[src/rtl/seq_pkg.sv]
package seq_pkg;
  typedef struct packed {
    logic msTick;   // one-cycle pulse per millisecond
    logic cfgLoad;  // load the delay select register
  } seqStrobe_t;
endpackage

[src/rtl/seq_ctrl.sv]
module seq_ctrl
  import seq_pkg::*;
#(
  parameter int unsigned TICK_CYCLES = 100000
) (
  input  logic       clk,
  input  logic       rstN,
  input  logic       cfgWe,
  output seqStrobe_t strobes
);
  localparam int unsigned PW = (TICK_CYCLES > 1) ? $clog2(TICK_CYCLES) : 1;

  logic tickNow;

  generate
    if (TICK_CYCLES > 1) begin : g_presc
      logic [PW-1:0] prescQ;
      always_ff @(posedge clk or negedge rstN) begin
        if (!rstN) prescQ <= '0;
        else if (prescQ == PW'(TICK_CYCLES - 1)) prescQ <= '0;
        else prescQ <= prescQ + 1'b1;
      end
      assign tickNow = (prescQ == PW'(TICK_CYCLES - 1));
    end else begin : g_every
      assign tickNow = 1'b1;
    end
  endgenerate

  always_comb begin
    strobes.msTick  = tickNow;
    strobes.cfgLoad = cfgWe;
  end
endmodule

[src/rtl/seq_datapath.sv]
module seq_datapath
  import seq_pkg::*;
#(
  parameter int unsigned NUM_CH   = 4,
  parameter int unsigned DLY_SEL0 = 100,
  parameter int unsigned DLY_SEL1 = 500,
  parameter int unsigned DLY_SEL2 = 1000,
  parameter int unsigned DLY_SEL3 = 5000
) (
  input  logic                  clk,
  input  logic                  rstN,
  input  seqStrobe_t            strobes,
  input  logic [2*NUM_CH-1:0]   cfgData,
  input  logic [NUM_CH-1:0]     chEnable,
  output logic [NUM_CH-1:0]     chGood
);
  localparam int unsigned MAX01 = (DLY_SEL0 > DLY_SEL1) ? DLY_SEL0 : DLY_SEL1;
  localparam int unsigned MAX23 = (DLY_SEL2 > DLY_SEL3) ? DLY_SEL2 : DLY_SEL3;
  localparam int unsigned DMAX  = (MAX01 > MAX23) ? MAX01 : MAX23;
  localparam int unsigned CW    = $clog2(DMAX + 1);

  logic [NUM_CH-1:0][1:0] cfgReg;

  always_ff @(posedge clk or negedge rstN) begin
    if (!rstN) cfgReg <= '0;
    else if (strobes.cfgLoad) cfgReg <= cfgData;
  end

  function automatic logic [CW-1:0] lastCount(input logic [1:0] sel);
    case (sel)
      2'b00:   lastCount = CW'(DLY_SEL0 - 1);
      2'b01:   lastCount = CW'(DLY_SEL1 - 1);
      2'b10:   lastCount = CW'(DLY_SEL2 - 1);
      default: lastCount = CW'(DLY_SEL3 - 1);
    endcase
  endfunction

  generate
    for (genvar i = 0; i < NUM_CH; i++) begin : g_ch
      logic [CW-1:0] cntQ;
      logic [1:0]    selQ;
      logic [1:0]    selUse;
      logic          activeQ;
      logic          goodQ;

      // a running channel keeps the select it captured at its enable
      assign selUse = activeQ ? selQ : cfgReg[i];

      always_ff @(posedge clk or negedge rstN) begin
        if (!rstN) begin
          cntQ    <= '0;
          selQ    <= '0;
          activeQ <= 1'b0;
          goodQ   <= 1'b0;
        end else if (!chEnable[i]) begin
          cntQ    <= '0;
          activeQ <= 1'b0;
          goodQ   <= 1'b0;
        end else begin
          activeQ <= 1'b1;
          selQ    <= selUse;
          if (strobes.msTick && !goodQ) begin
            if (cntQ == lastCount(selUse)) goodQ <= 1'b1;
            else cntQ <= cntQ + 1'b1;
          end
        end
      end

      assign chGood[i] = goodQ;
    end
  endgenerate
endmodule

[src/rtl/stage_enable_sequencer.sv]
module stage_enable_sequencer
  import seq_pkg::*;
#(
  parameter int unsigned NUM_CH      = 4,
  parameter int unsigned TICK_CYCLES = 100000,
  parameter int unsigned DLY_SEL0    = 100,
  parameter int unsigned DLY_SEL1    = 500,
  parameter int unsigned DLY_SEL2    = 1000,
  parameter int unsigned DLY_SEL3    = 5000
) (
  input  logic                clk,
  input  logic                rstN,
  input  logic                cfgWe,
  input  logic [2*NUM_CH-1:0] cfgData,
  input  logic [NUM_CH-1:0]   chEnable,
  output logic [NUM_CH-1:0]   chGood
);
  seqStrobe_t strobes;

  seq_ctrl #(.TICK_CYCLES(TICK_CYCLES)) u_ctrl (
    .clk     (clk),
    .rstN    (rstN),
    .cfgWe   (cfgWe),
    .strobes (strobes)
  );

  seq_datapath #(
    .NUM_CH   (NUM_CH),
    .DLY_SEL0 (DLY_SEL0),
    .DLY_SEL1 (DLY_SEL1),
    .DLY_SEL2 (DLY_SEL2),
    .DLY_SEL3 (DLY_SEL3)
  ) u_dp (
    .clk      (clk),
    .rstN     (rstN),
    .strobes  (strobes),
    .cfgData  (cfgData),
    .chEnable (chEnable),
    .chGood   (chGood)
  );
endmodule

[config.mk]
export PLATFORM = sky130hd
export DESIGN_NAME = stage_enable_sequencer
export DESIGN_NICKNAME = d
export VERILOG_FILES = /design/src/rtl/seq_pkg.sv /design/src/rtl/seq_ctrl.sv /design/src/rtl/seq_datapath.sv /design/src/rtl/stage_enable_sequencer.sv
export SDC_FILE = /design/constraint.sdc
export NUM_CORES = 1
export LEC_CHECK = 0
export BUFFER_PORTS_ARGS = -buffer_cell sky130_fd_sc_hd__buf_2
export CAP_MARGIN = 20
export CORE_MARGIN = 5
export CORE_UTILIZATION = 45
export DETAILED_ROUTE_END_ITERATION = 8
export GPL_TIMING_DRIVEN = 0
export PLACE_DENSITY = 0.6
export SETUP_SLACK_MARGIN = 0.15
export SYNTH_ARGS = -nofsm -noshare
export SYNTH_HDL_FRONTEND = slang
export SYNTH_SLANG_ARGS = --single-unit
[constraint.sdc]
create_clock -name clk -period 2.2 [get_ports clk]
set_input_delay 0.22 -clock clk [delete_from_list [all_inputs] [get_ports clk]]
set_output_delay 0.22 -clock clk [all_outputs]
set_load 0.01 [all_outputs]
==> flow_summary.json <==
{
  "worst_hold_path_type": "in -> reg",
  "max-slew-margin-rel_pct": 53.5,
  "detail_route.iter0.violations": 274,
  "synth_simple_gate_area_share_pct": 24.9,
  "portion_of_netlist_area_occupied_by_mux_cells_pct": 5.87,
  "postLayoutSetupSlackWorst_ns": -0.0359,
  "gpl.final_weighted_congestion": 0.793,
  "synth.ff_latch_count": 93,
  "routedWlPerCell_um": 16.2,
  "violations": "negative setup slack",
  "dpl-instance-area_um2": 5540,
  "main_combinational_cell_family_by_area_after_synthesis": "simple AND/OR/NAND/NOR gates",
  "placementRows": 39,
  "min_delay_path_depth": 1,
  "clock_tree.buffer_depth": 2,
  "slew_violations": 0,
  "worst_setup_path_end_kind": "flop",
  "setup-violations-final": 14,
  "io_pins": 19,
  "area.growth.synth_to_final_pct": 33.5,
  "grt.total_usage_pct": 17.4,
  "die_y_um": 118,
  "yosysWarnings": 0,
  "yosysMostFrequentCell": "dfrtp_1",
  "drv_cap": 0,
  "crit_fanout": 7,
  "route.detailed.vias_per_inst": 5.65,
  "synth_enable_flop_cells": 0,
  "finalWorstPathRequiredPeriod_ns": 2.24,
  "drt.antenna.violating_nets": 0,
  "hold_ws_ns": 0.0683,
  "antenna_found_initial": 0,
  "grt_start_max_net_pins": 49,
  "yosys-top-cells-area": "dfrtp_1 45%, xnor2_1 4.4%, and2_1 3.1%, mux2_2 3.0%, xor2_1 2.7%",
  "worst-r2r-cell-count": 7,
  "timing.critical_path.required_ns": 2.43,
  "area_leader_netlist": "dfrtp_1",
  "postRouteWirelength_um": 12400,
  "share_of_post_route_cells_with_drive_strength_above_1_pct": 36.0,
  "antenna_cells": 0,
  "cts_buffers": 9,
  "timing.rr.end": "u_dp.g_ch[3].cntQ[1]",
  "ir_worst_vdd_uv": 519,
  "seq_area_um2": 2330,
  "timing.setup.critical_path_class": "reg -> reg",
  "part_of_the_cycle_the_worst_path_needs_pct": 102,
  "fp.coreArea_um2": 11400,
  "drt_pre_antenna_iters": 5,
  "power-per-cell-area_nw_per_um2": 543,
  "syn_nets": 547,
  "final_design_area_no_fill_um2": 6950,
  "port_buffers": 17,
  "post-route-util_pct": 61.1,
  "dp_hpwl_um": 7340,
  "synthDominantCellAreaShare_pct": 44.7,
  "yosys.area_share.xor_xnor_pct": 7.07,
  "synth-adder-area-share_pct": 1.20,
  "rsz0062_at_grt": "yes",
  "cts_num_sinks": 93,
  "die_area_um2": 13800,
  "worst_setup_path_start_kind": "flop",
  "reg2reg_setup_slack_ns": -0.04,
  "synthArstFlopShare_pct": 100,
  "ys_top_cells_by_count": "93 x dfrtp_1, 35 x nor2_1, 28 x nand2_1",
  "clk_latency_ns": 0.34,
  "critical_path.startpoint": "u_dp.g_ch[3].activeQ",
  "grt_first_pass_wirelength_um": 20400,
  "library_cell_used_as_clock_root_buffer": "clkbuf_16",
  "multi_input_area_um2": 3290,
  "depth_of_the_cts_h_tree": 3,
  "max_slew.worst_pin.slew_ns": 0.697,
  "synth_sequential_area_ratio_pct": 44.7,
  "finClkSkew_ns": 0.0101,
  "timing.setup.tns_ns": -0.235,
  "clk_pin_slew_worst_paths_ns": 0.07,
  "timing.rr.start": "u_dp.g_ch[3].activeQ",
  "first_global_vias": 4285,
  "yosysUniqueCellTypes": 70,
  "power_leakage_nw": 2.87,
  "synth-compound-area-share_pct": 12.8,
  "final_nets": 635,
  "tritoncts": "built",
  "holdCritStartpoint": "chEnable[0]",
  "floorplan.initialDensity_pct": 45.8,
  "floorplan.die.width_um": 118,
  "timing.fmax_ghz": 0.447,
  "post_synth_design_cell_area_um2": 5200,
  "yosys_most_used_dff": "dfrtp_1",
  "place_ws_ns": -0.184,
  "timing.final.hold_violations": 0,
  "fillCellCount": 901,
  "run_status": "finished, violations left",
  "syn-instance-count": 527,
  "post-route-drc-count": 0,
  "worst-endpoint-arrival_ns": 2.47,
  "grt-ovfl-total": 0,
  "route.vias.total": 4309,
  "worst_hold_path.endpoint": "u_dp.g_ch[0].activeQ",
  "post_synthesis_average_cell_area_um2": 9.87
}
-- registers in the layout, indices dropped and copies added, names as in the netlist --
name	count
u_dp.g_ch.cntQ	52
u_dp.g_ch.goodQ	4
u_ctrl.g_presc.prescQ	17
u_dp.cfgReg	8
u_dp.g_ch.selQ	8
u_dp.g_ch.activeQ	4
-- area by class of cell --
cell class                      count  share of cell area [%]
Multi-Input combinational cell    402                    47.4
Buffer                             19                    2.40
Sequential cell                    93                    33.6
Tap cell                          143                    2.58
Clock inverter                      6                   0.919
Inverter                           14                   0.757
Timing Repair Buffer               76                    9.08
Clock buffer                       10                    3.30
-- what timing repair did --
item | CTS | global route
endpoints found under the hold margin | 45 | 0
buffers inserted | 33 | 20
gates resized for setup | 91 | 64
pin swaps | 63 | 46
hold buffers | 1 | 0
cloned | 5 | 0
endpoints found under the setup margin | 47 | 52
-- cells in the final DEF, fill, tap and decap left out, types with 7 or more instances in the layout --
cell | netlist | final
nand2_1 | 28 | 25
o21ai_2 | 0 | 11
clkbuf_16 | 0 | 9
nor2_1 | 35 | 31
mux2i_1 | 12 | 7
nand4_1 | 17 | 17
buf_2 | 5 | 18
dfrtp_1 | 93 | 89
mux2_2 | 14 | 11
or3_1 | 19 | 16
xnor2_1 | 26 | 22
xor2_1 | 16 | 16
a21boi_1 | 9 | 8
a21oi_1 | 24 | 17
and2_1 | 26 | 26
inv_1 | 14 | 13
nor2b_1 | 13 | 12
buf_4 | 7 | 44
o21ai_0 | 20 | 7
and3_1 | 12 | 10
nand3_1 | 27 | 18
buf_6 | 2 | 22
-- metal layers --
metal | global-route usage, % | vias up | part of all wire, % | wire [um]
met1 | 22.9 | 2135 | 45 | 5560
met4 | 4.23 | 0 | 1.5 | 189
met2 | 29.3 | 70 | 51 | 6290
li1 | - | 2085 | - | -
met5 | 0 | - | 0 | 0
met3 | 3.65 | 19 | 2.8 | 347
-- power by group --
part,switching (mW),internal (mW),total [mW]
registers,0.0785,1.75,1.83
clock network,0.663,0.879,1.54
logic,0.201,0.193,0.394
-- worst max-delay path by stage --
stage,end,slack (ns),depth (start not counted)
2_1_floorplan,u_dp.g_ch[2].cntQ[7],0.10,9
3_3_place_gp,u_dp.g_ch[0].cntQ[1],-0.19,10
3_5_place_dp,u_dp.g_ch[2].cntQ[12],-0.18,9
4_1_cts,u_dp.g_ch[2].cntQ[0],-0.01,9
5_1_grt,u_dp.g_ch[0].cntQ[5],-0.13,10
6_report,u_dp.g_ch[3].cntQ[1],-0.04,7
-- cells by family after synthesis --
family,Yosys count
and+or+nand+nor,231
adders and majority gates,5
xor gates and xnor gates,42
AOI/OAI and AO/OA,95
DFF,93
buffers and inverters,33
muxes,28
-- stage by stage --
| stage | instances | power [mW] |
|---|---|---|
| floorplan | 527 | 2.04 |
| global placement | 687 | 2.13 |
| detailed placement | 688 | 2.15 |
| CTS | 743 | 3.77 |
| global route | 763 | 3.93 |
| finish | 763 | 3.77 |
-- critical path, cell delays in order, from the launching register on --
cell	delay, ns
dfrtp_1	0.37
buf_6	0.14
mux2_4	0.31
o32a_1	0.34
a2111o_2	0.57
nand2_4	0.16
mux2i_1	0.19
nor2b_1	0.06
No activity file was read; power rests on OpenSTA's default activity.
